==> src/rtl/frame_seq_pkg.sv <==
package frame_seq_pkg;
   typedef enum logic [1:0] {
      OP_CALL_IMM = 2'd0,
      OP_CALL_REG = 2'd1,
      OP_RETURN   = 2'd2,
      OP_UNUSED   = 2'd3
   } fs_op_e;

   typedef enum logic [2:0] {
      ST_IDLE  = 3'd0,
      ST_PUSH_LINK = 3'd1,
      ST_PUSH_FRAME = 3'd2,
      ST_POP_FRAME  = 3'd3,
      ST_POP_LINK   = 3'd4
   } fs_state_e;
endpackage

==> src/rtl/frame_seq_ctrl.sv <==
module frame_seq_ctrl
   import frame_seq_pkg::*;
(
   input  logic      clk,
   input  logic      rst_n,
   input  logic      start_i,
   input  logic [1:0] op_i,
   input  logic      mem_ready_i,
   output fs_state_e state_o,
   output logic      accept_o,
   output logic      step_o,
   output logic      done_o
);
   fs_state_e state_q, state_d;
   logic      done_q;

   assign accept_o = start_i && (state_q == ST_IDLE) && (op_i != OP_UNUSED);
   assign step_o   = (state_q != ST_IDLE) && mem_ready_i;

   always_comb begin
      state_d = state_q;
      case (state_q)
         ST_IDLE:       if (accept_o) state_d = (op_i == OP_RETURN) ? ST_POP_FRAME : ST_PUSH_LINK;
         ST_PUSH_LINK:  if (step_o) state_d = ST_PUSH_FRAME;
         ST_PUSH_FRAME: if (step_o) state_d = ST_IDLE;
         ST_POP_FRAME:  if (step_o) state_d = ST_POP_LINK;
         ST_POP_LINK:   if (step_o) state_d = ST_IDLE;
         default:       state_d = ST_IDLE;
      endcase
   end

   always_ff @(posedge clk or negedge rst_n) begin
      if (!rst_n) begin
         state_q <= ST_IDLE;
         done_q  <= 1'b0;
      end else begin
         state_q <= state_d;
         done_q  <= step_o && ((state_q == ST_PUSH_FRAME) || (state_q == ST_POP_LINK));
      end
   end

   assign state_o = state_q;
   assign done_o  = done_q;
endmodule

==> src/rtl/frame_seq_datapath.sv <==
module frame_seq_datapath
   import frame_seq_pkg::*;
#(
   parameter int DW          = 32,
   parameter int SLOT_BYTES  = 4,
   parameter int CHAIN_SLOTS = 1,
   parameter int LEN_LONG    = 6,
   parameter int LEN_SHORT   = 2,
   parameter bit ALIGN_ADDR  = 1'b1
) (
   input  logic          clk,
   input  logic          rst_n,
   input  fs_state_e     state_i,
   input  logic          accept_i,
   input  logic          step_i,
   input  logic [1:0]    op_i,
   input  logic [DW-1:0] pc_i,
   input  logic [DW-1:0] imm_i,
   input  logic [DW-1:0] reg_val_i,
   input  logic [DW-1:0] fp_i,
   input  logic [DW-1:0] sp_i,
   input  logic [DW-1:0] mem_rdata_i,
   output logic          mem_we_o,
   output logic [DW-1:0] mem_addr_o,
   output logic [DW-1:0] mem_wdata_o,
   output logic [DW-1:0] pc_o,
   output logic [DW-1:0] fp_o,
   output logic [DW-1:0] sp_o
);
   localparam int LINK_DROP  = SLOT_BYTES * (1 + CHAIN_SLOTS);
   localparam int FRAME_STEP = SLOT_BYTES;
   localparam logic [DW-1:0] LINK_DROP_V  = DW'(LINK_DROP);
   localparam logic [DW-1:0] FRAME_STEP_V = DW'(FRAME_STEP);
   localparam logic [DW-1:0] ALIGN_MASK   = ~(DW'(SLOT_BYTES) - DW'(1));

   logic [DW-1:0] fp_q, sp_q, pc_q, link_q, dest_q;
   logic [DW-1:0] raw_addr;

   always_ff @(posedge clk or negedge rst_n) begin
      if (!rst_n) begin
         fp_q   <= '0;
         sp_q   <= '0;
         pc_q   <= '0;
         link_q <= '0;
         dest_q <= '0;
      end else if (accept_i) begin
         fp_q   <= fp_i;
         sp_q   <= (op_i == OP_RETURN) ? fp_i : sp_i;
         link_q <= pc_i + ((op_i == OP_CALL_IMM) ? DW'(LEN_LONG) : DW'(LEN_SHORT));
         dest_q <= (op_i == OP_CALL_IMM) ? imm_i : reg_val_i;
      end else if (step_i) begin
         case (state_i)
            ST_PUSH_LINK: sp_q <= sp_q - LINK_DROP_V;
            ST_PUSH_FRAME: begin
               sp_q <= sp_q - FRAME_STEP_V;
               fp_q <= sp_q - FRAME_STEP_V;
               pc_q <= dest_q;
            end
            ST_POP_FRAME: begin
               fp_q <= mem_rdata_i;
               sp_q <= sp_q + FRAME_STEP_V;
            end
            ST_POP_LINK: begin
               pc_q <= mem_rdata_i;
               sp_q <= sp_q + LINK_DROP_V;
            end
            default: ;
         endcase
      end
   end

   always_comb begin
      raw_addr    = sp_q;
      mem_wdata_o = '0;
      mem_we_o    = 1'b0;
      case (state_i)
         ST_PUSH_LINK: begin
            raw_addr    = sp_q - LINK_DROP_V;
            mem_wdata_o = link_q;
            mem_we_o    = 1'b1;
         end
         ST_PUSH_FRAME: begin
            raw_addr    = sp_q - FRAME_STEP_V;
            mem_wdata_o = fp_q;
            mem_we_o    = 1'b1;
         end
         default: raw_addr = sp_q;
      endcase
   end

   generate
      if (ALIGN_ADDR) begin : g_align
         assign mem_addr_o = raw_addr & ALIGN_MASK;
      end else begin : g_raw
         assign mem_addr_o = raw_addr;
      end
   endgenerate

   assign pc_o = pc_q;
   assign fp_o = fp_q;
   assign sp_o = sp_q;
endmodule

==> src/rtl/frame_seq.sv <==
module frame_seq
   import frame_seq_pkg::*;
#(
   parameter int DW          = 32,
   parameter int SLOT_BYTES  = 4,
   parameter int CHAIN_SLOTS = 1,
   parameter int LEN_LONG    = 6,
   parameter int LEN_SHORT   = 2,
   parameter bit ALIGN_ADDR  = 1'b1
) (
   input  logic          clk,
   input  logic          rst_n,
   input  logic          start_i,
   input  logic [1:0]    op_i,
   input  logic [DW-1:0] pc_i,
   input  logic [DW-1:0] imm_i,
   input  logic [DW-1:0] reg_val_i,
   input  logic [DW-1:0] fp_i,
   input  logic [DW-1:0] sp_i,
   output logic          busy_o,
   output logic          done_o,
   output logic [DW-1:0] pc_o,
   output logic [DW-1:0] fp_o,
   output logic [DW-1:0] sp_o,
   output logic          mem_req_o,
   output logic          mem_we_o,
   output logic [DW-1:0] mem_addr_o,
   output logic [DW-1:0] mem_wdata_o,
   input  logic [DW-1:0] mem_rdata_i,
   input  logic          mem_ready_i
);
   generate
      if (DW < 16) begin : g_bad_width
         $error("frame_seq: DW must be at least 16");
      end
      if ((SLOT_BYTES < 1) || ((SLOT_BYTES & (SLOT_BYTES - 1)) != 0)) begin : g_bad_slot
         $error("frame_seq: SLOT_BYTES must be a power of two");
      end
      if (CHAIN_SLOTS < 0) begin : g_bad_chain
         $error("frame_seq: CHAIN_SLOTS must not be negative");
      end
   endgenerate

   fs_state_e state;
   logic      accept, step;

   frame_seq_ctrl u_ctrl (
      .clk         (clk),
      .rst_n       (rst_n),
      .start_i     (start_i),
      .op_i        (op_i),
      .mem_ready_i (mem_ready_i),
      .state_o     (state),
      .accept_o    (accept),
      .step_o      (step),
      .done_o      (done_o)
   );

   frame_seq_datapath #(
      .DW          (DW),
      .SLOT_BYTES  (SLOT_BYTES),
      .CHAIN_SLOTS (CHAIN_SLOTS),
      .LEN_LONG    (LEN_LONG),
      .LEN_SHORT   (LEN_SHORT),
      .ALIGN_ADDR  (ALIGN_ADDR)
   ) u_dp (
      .clk         (clk),
      .rst_n       (rst_n),
      .state_i     (state),
      .accept_i    (accept),
      .step_i      (step),
      .op_i        (op_i),
      .pc_i        (pc_i),
      .imm_i       (imm_i),
      .reg_val_i   (reg_val_i),
      .fp_i        (fp_i),
      .sp_i        (sp_i),
      .mem_rdata_i (mem_rdata_i),
      .mem_we_o    (mem_we_o),
      .mem_addr_o  (mem_addr_o),
      .mem_wdata_o (mem_wdata_o),
      .pc_o        (pc_o),
      .fp_o        (fp_o),
      .sp_o        (sp_o)
   );

   assign busy_o    = (state != ST_IDLE);
   assign mem_req_o = (state != ST_IDLE);
endmodule

==> config.mk <==
export PLATFORM = sky130hd
export DESIGN_NAME = frame_seq
export DESIGN_NICKNAME = d
export VERILOG_FILES = /design/src/rtl/frame_seq_pkg.sv /design/src/rtl/frame_seq_ctrl.sv /design/src/rtl/frame_seq_datapath.sv /design/src/rtl/frame_seq.sv
export SDC_FILE = /design/constraint.sdc
export NUM_CORES = 1
export LEC_CHECK = 0
export ABC_AREA = 1
export BUFFER_PORTS_ARGS = -buffer_cell sky130_fd_sc_hd__buf_4
export CORE_MARGIN = 10
export CORE_UTILIZATION = 25
export DETAILED_ROUTE_END_ITERATION = 8
export GPL_ROUTABILITY_DRIVEN = 0
export HOLD_SLACK_MARGIN = 0.08
export PLACE_DENSITY = 0.55
export SETUP_SLACK_MARGIN = 0.15
export SLEW_MARGIN = 25
export SYNTH_ARGS = -nofsm -noshare
export SYNTH_HDL_FRONTEND = slang
export SYNTH_SLANG_ARGS = --single-unit
==> constraint.sdc <==
create_clock -name clk -period 2.1 [get_ports clk]
set_clock_uncertainty 0.15 [all_clocks]
set_input_delay 0.315 -clock clk [delete_from_list [all_inputs] [get_ports clk]]
set_output_delay 0.315 -clock clk [all_outputs]
set_load 0.02 [all_outputs]
### Word level (Yosys, flattened, before mapping)

Index checks and enable logic that the tools add are counted.

| word-level totals | value |
|---|---|
| register bits after elaboration | 164 |
| output and inout bits | 164 |
| word-level logic and storage cells | 60 |

| operators by class | value |
|---|---|
| add/sub/neg operators | 5 |
| eq/ne operators | 10 |
| muxes and demuxes | 19 |
| bitwise gates (word level) | 1 |
| reductions and logical operators | 18 |

Operators with widths:

| operator | number |
|---|---|
| $pmux 32 s2 | 4 |
| $mux 32 | 6 |
| $pmux 32 s4 | 1 |
| $add 32x3->32 const B | 1 |
| $add 32x32->32 | 1 |
| $add 32x4->32 const B | 1 |
| $sub 32x3->32 const B | 1 |
| $sub 32x4->32 const B | 1 |
| $mux 3 | 5 |
| $pmux 3 s4 | 1 |
| $eq 3x2->1 const B | 2 |
| $ne 2x1->1 const B | 3 |
| $reduce_bool 3->1 | 2 |
| $reduce_bool 5->1 | 1 |
| $logic_and 1x1->1 | 4 |
| $ne 2x2->1 const B | 2 |
| $reduce_and 2->1 | 2 |
| $reduce_and 4->1 | 1 |
| $reduce_bool 2->1 | 2 |
| $reduce_or 2->1 | 2 |
| $eq 3x1->1 const B | 1 |
| $eq 3x3->1 const B | 1 |
| $logic_not 3->1 | 1 |
| $reduce_and 3->1 | 1 |
| 6 further kinds | 6 |

### Longest topological paths before layout

| logic depth | value |
|---|---|
| word-level depth | 5 |
| mapped depth | 16 |
| mapped depth without buffers | 14 |

### Cells and area by module

A second synthesis with hierarchy kept.

| unflattened totals | value |
|---|---|
| cells, all modules | 2021 |
| area, all modules | 12737.2 um^2 |

Modules (own cells, without submodules):

| module | times used | cells an instance | area an instance (um^2) | seq. area each (um^2) |
|---|---|---|---|---|
| frame_seq_datapath | 1 | 1984 | 12464.5 | 4003.8 |
| frame_seq_ctrl | 1 | 33 | 254.0 | 100.1 |
| frame_seq | 1 | 4 | 18.8 | 0.0 |

### Least setup slack after synthesis

Ideal clock, no wire load.

| path | value |
|---|---|
| kind | input-to-reg |
| start | in op_i[1] |
| end | reg u_dp.link_q[29] |
| library setup time | 0.117 ns |
| arrival time | 2.567 ns |
| setup slack | -0.733 ns |
| cell stages on the path | 16 |
| cell sequence | clkbuf_1 > nor2_1 > inv_1 > clkbuf_1 > fa_1 > inv_1 > nand2_1 > nor2_1 > nand2_1 > nor2_2 > nand3_1 > nor2_2 > nand3_1 > xnor2_1 > nand2_1 > nand2_1 |

| on the way | value |
|---|---|
| longest elaborated chain between the ends | 3 |
| elaborated cells between the ends (all ways) | 5 |
| those cells by class | add/sub: 1; eq/ne: 1; mux: 1; reduce/logical: 2 |

RTL lines:

| what | RTL line | RTL |
|---|---|---|
| start, declared | frame_seq.sv:14 | `input logic [1:0] op_i,` |
| $logic_not 2->1 | frame_seq_datapath.sv:49 | `link_q <= pc_i + ((op_i == OP_CALL_IMM) ? DW'(LEN_LONG) : DW'(LEN_SHORT));` |
| $mux 3 | frame_seq_datapath.sv:49 |  |
| $add 32x32->32 | frame_seq_datapath.sv:49 |  |
| end signal, assigned | frame_seq_datapath.sv:49 |  |
| end, declared | frame_seq_datapath.sv:36 | `logic [DW-1:0] fp_q, sp_q, pc_q, link_q, dest_q;` |

Parallel ways exist; a longest one is shown, timed or not.
A chain may end at the register's enable or synchronous reset.

### Worst setup path in the final report

| path | value |
|---|---|
| start | reg u_dp.sp_q[3] (netlist: u_dp.sp_o[3]) |
| end | out mem_addr_o[27] |

| on the way | value |
|---|---|
| longest elaborated chain between the ends | 2 |
| elaborated cells between the ends (all ways) | 3 |
| those cells by class | add/sub: 2; mux: 1 |

RTL lines:

| what | RTL line | RTL |
|---|---|---|
| start, declared | frame_seq_datapath.sv:36 |  |
| start signal, assigned | frame_seq_datapath.sv:48 | `sp_q <= (op_i == OP_RETURN) ? fp_i : sp_i;` |
| start signal, assigned | frame_seq_datapath.sv:53 | `ST_PUSH_LINK: sp_q <= sp_q - LINK_DROP_V;` |
| start signal, assigned | frame_seq_datapath.sv:55 | `sp_q <= sp_q - FRAME_STEP_V;` |
| $sub 32x3->32 / $sub 32x4->32 (equally long branches) | frame_seq_datapath.sv:83, frame_seq_datapath.sv:78 |  |
| $pmux 32 s2 (*) | frame_seq_datapath.sv:76 | `case (state_i)` |
| end, declared | frame_seq.sv:27 | `output logic [DW-1:0] mem_addr_o,` |

Mark *: on every way between the ends. The rest lies on a longest branch, timed or not.

==> metrics.cfg <==
[status]
outcome = complete, but fails checks
violations = setup timing

[cts]
cts_tree = built
htreeDepth = 4
cts_root_buf = clkbuf_16
clk_pin_slew_ps = 80
cts-buffers-inserted = 17
clk_latency_ps = 500
cts_sinks = 164
clock_path_buffers = 2

[grt]
antenna_found_initial = 6
grt_pass1_wl_mm = 120
track_usage_pct = 26.6
grt_max_degree = 53
grt_pass1_vias = 19000
overflow = 0

[timing]
worstMarginPinSlew_ps = 556
max_slew_margin_pct = 62.9
drv_slew = 0
finalCritPeriodShare_pct = 137
max_freq_ghz = 0.348
finalWorstSetupSlack_ps = -773
setup_viol = 189
rsz0062_at_grt = yes
report.final.hold_viol_count = 0
whs_ps = 109
finalCriticalPeriod_ps = 2870

[placement]
hpwlAfterDp_mm = 59.8
placed_area_um2 = 18900
io_buffer_count = 359

[yosys]
synthArstFlopShare_pct = 100
syn_inst = 1975
ys_seq_elements = 164
synth_largest_area_cell = dfrtp_1
ys.flop_type = dfrtp_1
syn_area_per_cell_um2 = 6.44
synthTopCellsByArea = dfrtp_1 32%, nand2_1 17%, o21ai_0 6.5%
yosysSeqAreaShare_pct = 32.3
synth_edf_count = 0
synth.distinct_cells = 50
synth_area_um2 = 12700
yosysWarnings = 0
yosys.area.top_type_share_pct = 32.3

[route]
vias = 19100
drc = 0
routed_wl_mm = 86.9
dr.first_iter.drc_count = 2130
post_drt_wl_per_cell_um = 24.2
via_per_inst = 5.32
final_antenna_net_count = 0
drt_first_pass_iters = 9

[power]
power_density_nw_per_um2 = 1590
p_int_mw = 21.6
ir_worst_vdd_v = 0.000762
p_seq_share_pct = 14.9
p_leak_nw = 12.0
total_power_mw = 42.2
p_switching_mw = 20.6
swShare_pct = 48.8
power_frac_comb_pct = 77.2
clock_power_share_pct = 7.9

[worst_setup_path]
worstReg2RegEnd = u_dp.fp_o[27]
r2r_cells = 22
crit_fanout = 5
cp.arrival_ps = 2410
cp.required_ps = 1630
worstSetupPathType = reg -> out
r2r_start = u_dp.sp_o[3]
regToRegSetupSlack_ps = -700
start_kind = register
cp-end-kind = output port

[job]
drv_cap = 0

[floorplan]
rows = 82
die-area_um2 = 60300
die_y_um = 246
ios = 362
initial_core_util_pct = 25.3
die_w_um = 246
core_um2 = 50300

[hold_path]
hold_path.class = in -> reg
whs_path_depth = 5
min_from = sp_i[27]
hold_end = u_dp.sp_o[27]

[finish]
areaGrowthSynthToFinish_pct = 108
drive_above_1_share_pct = 49.1
stdcell_area_um2 = 26500
nets = 3110

## layout by cell type (no fill, tap or decap), types with 49 or more instances in the layout
cell | Yosys | routed
nor2_4 | 5 | 50
buf_4 | 6 | 619
buf_6 | 0 | 175
nand3_1 | 151 | 112
nand2_1 | 585 | 451
nor2_1 | 208 | 135
nand2_4 | 1 | 49
dlygate4sd3_1 | 0 | 140
inv_1 | 165 | 129
o21ai_0 | 166 | 100
nand2_2 | 5 | 89
dfrtp_1 | 164 | 140
## worst max-delay path, cell delays in order (launching register included)
cell     delay [ps]
dfrtp_2         440
inv_4            90
ha_4            210
inv_4            50
nor2_4           90
nand2_4          70
nor2_4          180
nand4_1         190
a21oi_2         210
a211o_1         220
buf_6           150
## layout make-up
class	instances	area [µm²]
Fill cell	4508	23800
Timing Repair Buffer	1028	10100
Multi-Input combinational cell	1517	10100
Sequential cell	164	4130
Tap cell	672	841
Inverter	178	762
Clock buffer	19	443
Clock inverter	12	124
Antenna cell	4	10.0
## sequential cells by signal (all words and copies together), names as in the netlist
name            cells
u_dp.pc_o          32
u_dp.fp_o          32
u_ctrl.done_o       1
u_dp.link_q        32
u_ctrl.state_o      3
u_dp.dest_q        32
u_dp.sp_o          32
## cell usage after synthesis (all sizes together), types with 2 or more instances
cell	count
nand2	591
o32ai	17
nor3	18
nand3	152
o31ai	2
a31oi	53
clkbuf	52
buf	65
o211ai	31
o22ai	12
nor2	226
or2	17
o21a	32
inv	177
nor4	4
o221ai	11
xor2	39
a21oi	53
o21ai	187
and2	3
ha	5
a22o	7
o21bai	11
nand4	21
xnor2	12
dfrtp	164
nand3b	2
## metal layers
metal	GRT usage (%)	share of wire (%)	vias up
met5	0	0.016	-
met2	42.3	46	1224
met3	7.72	9.9	339
met1	31.9	38	9149
li1	-	-	8417
met4	14.1	6.3	4
## stage by stage
| step | utilization (%) | setup WS (ps) | TNS (ps) | std cells |
|---|---|---|---|---|
| final | 52.7 | -773 | -54100 | 3594 |
| after global routing | 52.7 | -827 | -66870 | 3594 |
| after detailed placement | 37.7 | -406 | -6950 | 3205 |
| after CTS | 47.9 | -728 | -38740 | 3513 |
| after global placement | 37.7 | -436 | -6260 | 3205 |
| after floorplan | - | -338 | -2510 | 1976 |
## cell families after synthesis
family | Yosys count | share of synthesized area, %
buf+inv | 295 | 9.46
compound gates | 423 | 20.1
flops | 164 | 32.3
fa+ha+maj | 6 | 0.649
simple gates | 1035 | 34.0
xor+xnor | 51 | 3.51
other cells | 1 | 0.0295
## how the worst max path moves through the flow
stage,end,depth (start not counted),start,slack [ps]
2_1_floorplan,u_dp.link_q[29],16,op_i[1],-340
4_1_cts,mem_addr_o[27],11,u_dp.sp_o[3],-730
3_3_place_gp,mem_addr_o[13],9,u_dp.sp_o[4],-440
5_1_grt,mem_addr_o[27],10,u_dp.sp_o[3],-830
6_report,mem_addr_o[27],10,u_dp.sp_o[3],-770
3_5_place_dp,mem_addr_o[13],9,u_dp.sp_o[4],-410
## power by group through the flow
| stage | Combinational (mW) | Clock [mW] | Sequential, mW |
|---|---|---|---|
| after CTS | 27.8 | 3.36 | 6.17 |
| after global placement | 21.6 | 0 | 6.11 |
| final | 32.6 | 3.33 | 6.30 |
| after detailed placement | 21.7 | 0 | 6.16 |
| after global routing | 33.9 | 3.47 | 6.42 |
| after floorplan | 10.4 | 0 | 6.78 |
## timing repair
item,4_1_cts,5_1_grt
pin swaps,128,132
hold buffers,140,0
resized for setup,406,375
setup buffers,114,65
endpoints found under the hold margin,270,0
setup endpoints to repair,185,228
cloned,23,12
Power figures use the tool's default switching activity.
